==> config.mk <==
export PLATFORM = sky130hd
export DESIGN_NAME = hc_cmd_stat_reg
export DESIGN_NICKNAME = d
export VERILOG_FILES = /design/src/rtl/hcsr_pkg.sv /design/src/rtl/hcsr_list_flag.sv /design/src/rtl/hcsr_ovr_counter.sv /design/src/rtl/hcsr_own_req.sv /design/src/rtl/hcsr_reset_seq.sv /design/src/rtl/hc_cmd_stat_reg.sv
export SDC_FILE = /design/constraint.sdc
export NUM_CORES = 1
export LEC_CHECK = 0
export ABC_CLOCK_PERIOD_IN_PS = 900
export BUFFER_PORTS_ARGS = -buffer_cell sky130_fd_sc_hd__buf_2
export CAP_MARGIN = 10
export CORE_MARGIN = 2
export CORE_UTILIZATION = 40
export DETAILED_ROUTE_END_ITERATION = 8
export HOLD_SLACK_MARGIN = 0.02
export PLACE_DENSITY = 0.78
export SLEW_MARGIN = 20
export SYNTH_ARGS = -nofsm -noshare
export SYNTH_HDL_FRONTEND = slang
export SYNTH_SLANG_ARGS = --single-unit
export TNS_END_PERCENT = 5
==> constraint.sdc <==
create_clock -name clk -period 0.9 [get_ports clk]
set_clock_uncertainty 0.2 [all_clocks]
set_input_delay 0.045 -clock clk [delete_from_list [all_inputs] [get_ports clk]]
set_output_delay 0.045 -clock clk [all_outputs]
set_load 0.1 [all_outputs]
==> src/rtl/hcsr_pkg.sv <==
package hcsr_pkg;
  localparam int unsigned REG_W     = 32;
  localparam int unsigned B_SWRST   = 0;
  localparam int unsigned B_CTRL    = 1;
  localparam int unsigned B_BULK    = 2;
  localparam int unsigned B_OWN     = 3;
  localparam int unsigned OVR_LO    = 16;
  localparam int unsigned OVR_W     = 2;
  localparam int unsigned N_LISTS   = 2;
  localparam int unsigned L_CTRL    = 0;
  localparam int unsigned L_BULK    = 1;

  typedef enum logic { RS_IDLE = 1'b0, RS_BUSY = 1'b1 } rst_state_e;
endpackage

==> src/rtl/hcsr_list_flag.sv <==
module hcsr_list_flag (
  input  logic clk,
  input  logic arst_n,
  input  logic wipe,
  input  logic hold,
  input  logic sw_set,
  input  logic eng_begin,
  input  logic eng_found,
  output logic flag
);
  logic flag_d, flag_q, flag_en;

  always_comb begin
    flag_en = 1'b0;
    flag_d  = flag_q;
    if (wipe) begin
      flag_en = 1'b1;
      flag_d  = 1'b0;
    end else if (!hold) begin
      if (sw_set || eng_found) begin
        flag_en = 1'b1;
        flag_d  = 1'b1;
      end else if (eng_begin) begin
        flag_en = 1'b1;
        flag_d  = 1'b0;
      end
    end
  end

  always_ff @(posedge clk or negedge arst_n) begin
    if (!arst_n)      flag_q <= 1'b0;
    else if (flag_en) flag_q <= flag_d;
  end

  assign flag = flag_q;
endmodule

==> src/rtl/hcsr_ovr_counter.sv <==
module hcsr_ovr_counter #(
  parameter int unsigned CNT_W = 2
) (
  input  logic             clk,
  input  logic             arst_n,
  input  logic             wipe,
  input  logic             hold,
  input  logic             evt,
  output logic [CNT_W-1:0] count
);
  logic [CNT_W-1:0] cnt_d, cnt_q;
  logic             cnt_en;

  always_comb begin
    cnt_en = 1'b0;
    cnt_d  = cnt_q;
    if (wipe) begin
      cnt_en = 1'b1;
      cnt_d  = '0;
    end else if (!hold && evt) begin
      cnt_en = 1'b1;
      cnt_d  = cnt_q + 1'b1;
    end
  end

  always_ff @(posedge clk or negedge arst_n) begin
    if (!arst_n)     cnt_q <= '0;
    else if (cnt_en) cnt_q <= cnt_d;
  end

  assign count = cnt_q;
endmodule

==> src/rtl/hcsr_own_req.sv <==
module hcsr_own_req (
  input  logic clk,
  input  logic arst_n,
  input  logic wipe,
  input  logic hold,
  input  logic sw_set,
  input  logic done,
  output logic req,
  output logic pulse
);
  logic req_d, req_q, req_en;
  logic pulse_d, pulse_q;

  always_comb begin
    req_en = 1'b0;
    req_d  = req_q;
    if (wipe) begin
      req_en = 1'b1;
      req_d  = 1'b0;
    end else if (!hold) begin
      if (sw_set) begin
        req_en = 1'b1;
        req_d  = 1'b1;
      end else if (done) begin
        req_en = 1'b1;
        req_d  = 1'b0;
      end
    end
    pulse_d = req_d & ~req_q;
  end

  always_ff @(posedge clk or negedge arst_n) begin
    if (!arst_n) begin
      req_q   <= 1'b0;
      pulse_q <= 1'b0;
    end else begin
      if (req_en) req_q <= req_d;
      pulse_q <= pulse_d;
    end
  end

  assign req   = req_q;
  assign pulse = pulse_q;
endmodule

==> src/rtl/hcsr_reset_seq.sv <==
module hcsr_reset_seq
  import hcsr_pkg::*;
#(
  parameter int unsigned RST_CYCLES = 4096
) (
  input  logic clk,
  input  logic arst_n,
  input  logic start,
  output logic busy
);
  localparam int unsigned TW = (RST_CYCLES < 2) ? 1 : $clog2(RST_CYCLES);
  localparam logic [TW-1:0] LAST = TW'(RST_CYCLES - 1);

  rst_state_e st_d, st_q;
  logic [TW-1:0] tmr_d, tmr_q;
  logic          tmr_en;

  always_comb begin
    st_d   = st_q;
    tmr_d  = tmr_q;
    tmr_en = 1'b0;
    unique case (st_q)
      RS_IDLE: if (start) begin
        st_d   = RS_BUSY;
        tmr_d  = '0;
        tmr_en = 1'b1;
      end
      RS_BUSY: begin
        if (tmr_q == LAST) begin
          st_d = RS_IDLE;
        end else begin
          tmr_d  = tmr_q + 1'b1;
          tmr_en = 1'b1;
        end
      end
      default: st_d = RS_IDLE;
    endcase
  end

  always_ff @(posedge clk or negedge arst_n) begin
    if (!arst_n) begin
      st_q  <= RS_IDLE;
      tmr_q <= '0;
    end else begin
      st_q <= st_d;
      if (tmr_en) tmr_q <= tmr_d;
    end
  end

  assign busy = (st_q == RS_BUSY);
endmodule

==> src/rtl/hc_cmd_stat_reg.sv <==
module hc_cmd_stat_reg
  import hcsr_pkg::*;
#(
  parameter int unsigned RST_CYCLES = 4096
) (
  input  logic        clk,
  input  logic        rst_n,
  input  logic        sw_wr_en,
  input  logic [31:0] sw_wr_data,
  output logic [31:0] sw_rd_data,
  input  logic        ctrl_list_begin,
  input  logic        ctrl_td_found,
  input  logic        bulk_list_begin,
  input  logic        bulk_td_found,
  output logic        ctrl_start_ok,
  output logic        bulk_start_ok,
  input  logic        sched_ovr_evt,
  input  logic        own_xfer_done,
  output logic        own_chg_pulse,
  output logic        swrst_busy
);
  logic [1:0] rsync_q;
  logic       arst_n;

  always_ff @(posedge clk or negedge rst_n) begin
    if (!rst_n) rsync_q <= 2'b00;
    else        rsync_q <= {rsync_q[0], 1'b1};
  end
  assign arst_n = rsync_q[1];

  logic busy, rst_start, wr_ok;
  assign wr_ok     = sw_wr_en & ~busy;
  assign rst_start = wr_ok & sw_wr_data[B_SWRST];

  logic [N_LISTS-1:0] l_set, l_begin, l_found, l_flag;
  assign l_set[L_CTRL]   = wr_ok & sw_wr_data[B_CTRL];
  assign l_set[L_BULK]   = wr_ok & sw_wr_data[B_BULK];
  assign l_begin[L_CTRL] = ctrl_list_begin;
  assign l_begin[L_BULK] = bulk_list_begin;
  assign l_found[L_CTRL] = ctrl_td_found;
  assign l_found[L_BULK] = bulk_td_found;

  for (genvar g = 0; g < N_LISTS; g++) begin : g_list
    hcsr_list_flag u_flag (
      .clk      (clk),
      .arst_n   (arst_n),
      .wipe     (rst_start),
      .hold     (busy),
      .sw_set   (l_set[g]),
      .eng_begin(l_begin[g]),
      .eng_found(l_found[g]),
      .flag     (l_flag[g])
    );
  end

  logic [OVR_W-1:0] ovr_cnt;
  hcsr_ovr_counter #(.CNT_W(OVR_W)) u_ovr (
    .clk   (clk),
    .arst_n(arst_n),
    .wipe  (rst_start),
    .hold  (busy),
    .evt   (sched_ovr_evt),
    .count (ovr_cnt)
  );

  logic own_req;
  hcsr_own_req u_own (
    .clk   (clk),
    .arst_n(arst_n),
    .wipe  (rst_start),
    .hold  (busy),
    .sw_set(wr_ok & sw_wr_data[B_OWN]),
    .done  (own_xfer_done),
    .req   (own_req),
    .pulse (own_chg_pulse)
  );

  hcsr_reset_seq #(.RST_CYCLES(RST_CYCLES)) u_rst (
    .clk   (clk),
    .arst_n(arst_n),
    .start (rst_start),
    .busy  (busy)
  );

  always_comb begin
    sw_rd_data                          = '0;
    sw_rd_data[B_SWRST]                 = busy;
    sw_rd_data[B_CTRL]                  = l_flag[L_CTRL];
    sw_rd_data[B_BULK]                  = l_flag[L_BULK];
    sw_rd_data[B_OWN]                   = own_req;
    sw_rd_data[OVR_LO +: OVR_W]         = ovr_cnt;
  end

  assign ctrl_start_ok = l_flag[L_CTRL];
  assign bulk_start_ok = l_flag[L_BULK];
  assign swrst_busy    = busy;

  logic unused_wr_bits;
  assign unused_wr_bits = ^sw_wr_data[31:4];
endmodule

# --- Word-level counts from Yosys, hierarchy flattened ---
# Cells that the tools add are included.
# W data, S select, Z words.
word_totals:
  out_inout_bits: 36
  in_bits: 41
  word_cells: 67
  regBits: 21
classes:
  n_eq_ne: 4
  n_bitwise: 8
  reduce_logical: 11
  muxes: 34
  addsub: 2
op_table:
  columns: ["operator", "n"]
  rows:
  - ["$mux W1", 28]
  - ["$mux W12", 2]
  - ["$pmux W12 S2", 1]
  - ["$add A12 B1 Y12 const B", 1]
  - ["$eq A12 B12 Y1 const B", 1]
  - ["$reduce_and A3 Y1", 3]
  - ["$and A1 B1 Y1", 6]
  - ["$reduce_bool A3 Y1", 2]
  - ["$mux W2", 2]
  - ["$ne A2 B2 Y1 const B", 2]
  - ["$add A2 B1 Y2 const B", 1]
  - ["$logic_or A1 B1 Y1", 2]
  - ["$ne A2 B1 Y1 const B", 1]
  - ["$not A1 Y1", 2]
  - ["$pmux W1 S2", 1]
  - ["$reduce_and A2 Y1", 1]
  - ["$reduce_bool A2 Y1", 1]
  - ["$logic_and A1 B1 Y1", 1]
  - ["$logic_not A1 Y1", 1]

# --- Longest topological paths before layout ---
logic_depth:
  word_depth: 8
  ltp_mapped: 6
  ltp_nobuf: 6

# --- Cells and area by module ---
# A second synthesis with hierarchy kept.
hier_totals:
  cells_unflattened: 138
  area_unflattened_um2: 1328.8
by_module_without_submodules:
  columns: ["mod", "area_per_inst_um2", "instances", "cells_per_inst", "seq_area_each_um2"]
  rows:
  - ["hcsr_reset_seq", 737.0, 1, 75, 325.3]
  - ["hc_cmd_stat_reg", 317.8, 1, 38, 50.0]
  - ["hcsr_list_flag", 50.0, 2, 5, 25.0]
  - ["hcsr_ovr_counter", 91.3, 1, 8, 50.0]
  - ["hcsr_own_req", 82.6, 1, 7, 50.0]

# --- Worst setup path before layout ---
# No wires, ideal clock.
synth_path:
  path_kind: "register -> register"
  startpoint: "reg u_rst.st_q (netlist: u_rst.busy)"
  endpoint: "reg u_ovr.cnt_q[1] (netlist: u_ovr.count[1])"
  path_buffers: 2
  arrival_ns: 1.830
  slack_ns: -1.259
  period_less_slack_ns: 2.159
  required_ns: 0.571
  setup_ns: 0.129
  stages_incl_launch_ff: 6
  path_cell_list: "dfrtp_1 > buf_2 > clkbuf_1 > nor3_1 > a21oi_1 > o21ai_0"
synth_via:
  elab_chain_len: 5
  word_cells_on_any_way: 10
  cone_classes: "mux: 3; bitwise: 3; reduce/logical: 4"
synth_lines:
  columns: ["item", "line_no", "text"]
  rows:
  - ["start, declared", "hcsr_reset_seq.sv:14", "rst_state_e st_d, st_q;"]
  - ["start signal, assigned", "hcsr_reset_seq.sv:45", "st_q <= st_d;"]
  - ["$not A1 Y1 / $logic_not A1 Y1 (equally long branches)", null, null]
  - ["$and A1 B1 Y1 / $logic_and A1 B1 Y1 (equally long branches)", "hc_cmd_stat_reg.sv:32, hcsr_ovr_counter.sv:20", null]
  - ["$and A1 B1 Y1 / $mux W1 (equally long branches)", "hc_cmd_stat_reg.sv:33, hcsr_ovr_counter.sv:20", null]
  - ["$reduce_bool A2 Y1 (no line) / $mux W1 (equally long branches)", null, null]
  - ["$reduce_and A2 Y1 (no line)", null, null]
  - ["end signal, assigned", "hcsr_ovr_counter.sv:28", "else if (cnt_en) cnt_q <= cnt_d;"]
  - ["end, declared", "hcsr_ovr_counter.sv:11", "logic [CNT_W-1:0] cnt_d, cnt_q;"]
# Parallel ways exist; a longest one is shown, timed or not.
# A chain may end at the register's enable or synchronous reset.

# --- Final worst setup path ---
layout_path:
  startpoint: "reg u_rst.tmr_q[0]"
  endpoint: "reg u_rst.tmr_q[11]"
layout_via:
  elab_chain_len: 4
  word_cells_on_any_way: 8
  cone_classes: "add/sub: 1; eq/ne: 2; mux: 4; reduce/logical: 1"
layout_lines:
  columns: ["item", "line_no", "text"]
  rows:
  - ["start, declared", "hcsr_reset_seq.sv:15", "logic [TW-1:0] tmr_d, tmr_q;"]
  - ["start signal, assigned", "hcsr_reset_seq.sv:46", "if (tmr_en) tmr_q <= tmr_d;"]
  - ["branches (longest 4 deep; another with $add A12 B1 Y12)", null, null]
# Several ways; the timed one is not identified. The select of a mux whose other input is x is not followed.

==> key figures <==
Timing
  – Final Worst Setup Slack: -0.755 ns
  – Slew Viols, Final: 0
  – # setup viols final: 29
  – RSZ-0062 raised after global routing: true
  – Final hold violation count: 4
  – Fmax: 604 MHz
  – Hold WS: -0.211 ns
  – Post-layout min period: 1.65 ns
  – Crit share post-route: 184%

CTS
  – Clock slew seen by the registers of the worst setup and hold paths: 0.12 ns
  – Clk Latency, worst-skew pair: 0.33 ns
  – Clk buf depth: 2
  – TritonCTS Sinks: 21
  – CTS Buf Count: 3
  – H-tree levels: 1
  – Post-CTS Hold Fix Bufs: 6
  – Root Buffer: clkbuf_4
  – CTS tree: done

Synthesis
  – Synth Instances: 143
  – Mean Syn Cell Area: 9.32 um2
  – Synth Warn #: 0
  – Post-synth cell types: 42
  – Synth Cell Area: 0.00133 mm2
  – EDFF count, synth: 0
  – Post-synth top flop: dfrtp_1
  – Post-synthesis async set-or-reset flop share: 100%
  – Seq/Total Area, Yosys: 39.4%
  – Yosys reg bits: 21

Global routing
  – Largest net degree at the start of global routing: 20
  – Initial antenna violation count: 0
  – Vias in the first global route: 1174
  – First-pass GRT wire length: 5.40 mm
  – Grt ovf: 0
  – GRT Overall Usage: 19.7%

Flow run
  – MaxCap Viol Count: 0

Floorplanning
  – Total Die Area: 0.00381 mm2
  – # rows: 20
  – Die X: 61.7 um
  – Initial Utilization: 42.9%
  – Total core area: 0.00310 mm2
  – # IOs: 77
  – Die height: 61.7 um

Cells and area
  – Area grow syn2layout: 46.9%
  – N_diodes: 0
  – Layout Nets: 246
  – Fillcell total: 256
  – Most common cell after layout, fill and taps aside: buf_4
  – Layout cell share with drive strength beyond 1: 43.8%
  – Commonest non-fill, non-tap cells in the layout: 31 x buf_4, 27 x conb_1, 15 x nand2_1, 15 x dfrtp_1, 12 x buf_2

Drt
  – Detailed Routing Iterations Pass 1: 4
  – Vias: 1206
  – Vias per inst: 4.88
  – Post-route DRC: 0
  – Starting DRT DRC Count: 55
  – Final wirelength: 3.34 mm
  – Post-route ant nets: 0
  – WL/cell: 13.5 um

Place
  – GP Congestion: 0.883
  – DP Worst Slack: -0.782 ns
  – Post-DP HPWL: 2.34 mm
  – I/O Buffers: 22

Pwr
  – Leak Pwr: 0.000942 uW
  – Peak supply drop: 1.28 mV
  – Switching share of power: 47.6%
  – Int Pwr: 2360 uW
  – Power per cell area: 2300 mW/mm2
  – Clock share of power: 10.9%
  – P_sw: 2140 uW
  – Combinational share of power: 56.9%
  – Sequential Power Share: 32.2%

Setup path
  – Arr. time, crit path: 1.70 ns
  – R2R depth: 6
  – Crit path capture type: flip-flop
  – CP dominant cell by count: buf_4
  – CP Max Fanout: 4
  – Critical path class: flip-flop to flip-flop
  – CP cell instances: buf_4 -> nand2_1 -> buf_4 -> nor4_1 -> o21ai_0 -> a31oi_1
  – Slowest Stage Delay on Critical Path: 0.42 ns
  – Critical path's slowest cell: dfrtp_1
  – CP Launch Type: flip-flop
  – Worst Path Required: 0.94 ns

Outcome
  – Status: finished with violations
  – Violated checks: negative hold slack, negative setup slack

Hold path
  – Hold Path Depth: 3
  – Worst Hold Class: input port to flip-flop
path summary, 6_finish.rpt:
kind | start | to | slack (ns)
hold / removal | ctrl_td_found | g_list[0].u_flag.flag$_DFFE_PN0P_ | -0.21
min in group asynchronous | rsync_q[1]$_DFF_PN0_ | u_ovr.count[1]$_DFFE_PN0P_ | 0.01
setup / recovery | u_rst.tmr_q[0]$_DFFE_PN0P_ | u_rst.tmr_q[11]$_DFFE_PN0P_ | -0.75
hold reg to reg | rsync_q[1]$_DFF_PN0_ | u_ovr.count[1]$_DFFE_PN0P_ | 0.01
max in group asynchronous | rst_n | rsync_q[1]$_DFF_PN0_ | 0.06
setup reg to reg | u_rst.tmr_q[0]$_DFFE_PN0P_ | u_rst.tmr_q[11]$_DFFE_PN0P_ | -0.75
metrics by stage:
stage | utilization (%) | TNS, ns | area [um2] | total power, uW | instances
floorplan | - | -15.59 | 1470 | 3040 | 168
global placement | 57.5 | -11.35 | 1780 | 3770 | 232
detailed placement | 57.5 | -12.15 | 1780 | 3830 | 232
CTS | 62.2 | -15.05 | 1930 | 4410 | 246
global route | 63.1 | -16.76 | 1960 | 4730 | 247
finish | 63.1 | -15.18 | 1960 | 4500 | 247
registers in the layout, summed over array words and instances, names as in the netlist:
signal and count:
u_rst.tmr_q 12, g_list.u_flag.flag 2, rsync_q 2, u_ovr.count 2, u_own.pulse 1, u_own.req 1
u_rst.busy 1
critical path: cells and delay by family, from the launching register on:
| kind | cells | cell delay (ns) |
|---|---|---|
| flip-flops | 1 | 0.42 |
| AND/OR/NAND/NOR | 2 | 0.36 |
| AO/OA/AOI/OAI | 2 | 0.30 |
| buffers and inverters | 2 | 0.29 |
layout make-up:
type / instances / area [um2] / area share, %
multi-input cells: 109 / 692 / 35.3
inverters: 4 / 20.0 / 1.02
clock buffers: 4 / 26.3 / 1.34
flip-flops and latches: 21 / 536 / 27.3
repair buffers: 65 / 629 / 32.1
well taps: 44 / 55.1 / 2.81
cells by family after synthesis:
logic type               synth area share (%)
other                                   0.564
adder cells (fa/ha/maj)                 0.939
AND/OR/NAND/NOR                          20.6
XOR/XNOR                                0.657
AO/OA/AOI/OAI                            17.0
buffers and inverters                    19.3
flip-flops                               39.4
multiplexers                             1.50
synth_stat cells, types with 3 or more instances:
master | count | area (um2)
inv_1 | 3 | 11.3
a21oi_1 | 6 | 30.0
nand2_1 | 15 | 56.3
dfrtp_1 | 21 | 526
o21ai_0 | 10 | 50.1
nor2_1 | 7 | 26.3
nand3_1 | 4 | 20.0
buf_4 | 30 | 225
nor3_1 | 5 | 25.0
metal layers:
layer	GRT usage [%]	share of wire (%)	routed length (um)	vias to the layer above
met5	0	0	0	-
li1	-	-	-	570
met4	9.12	1.4	46	0
met3	2.69	5.9	198	5
met1	22.0	39	1310	583
met2	36.8	53	1780	48
power groups by stage:
stage,Combinational (uW),Sequential (uW),Clock (uW)
after floorplan,1310,1740,0
after global placement,2330,1450,0
after detailed placement,2370,1460,0
after CTS,2480,1440,487
after global routing,2710,1480,547
final,2560,1450,490
what timing repair did:
| item | CTS | global route |
|---|---|---|
| pin swaps | 6 | 4 |
| hold endpoints to repair | 28 | 4 |
| setup buffers | 4 | 1 |
| endpoints found under the setup margin | 29 | 29 |
| gates resized for setup | 16 | 8 |
Power figures use the tool's default switching activity.
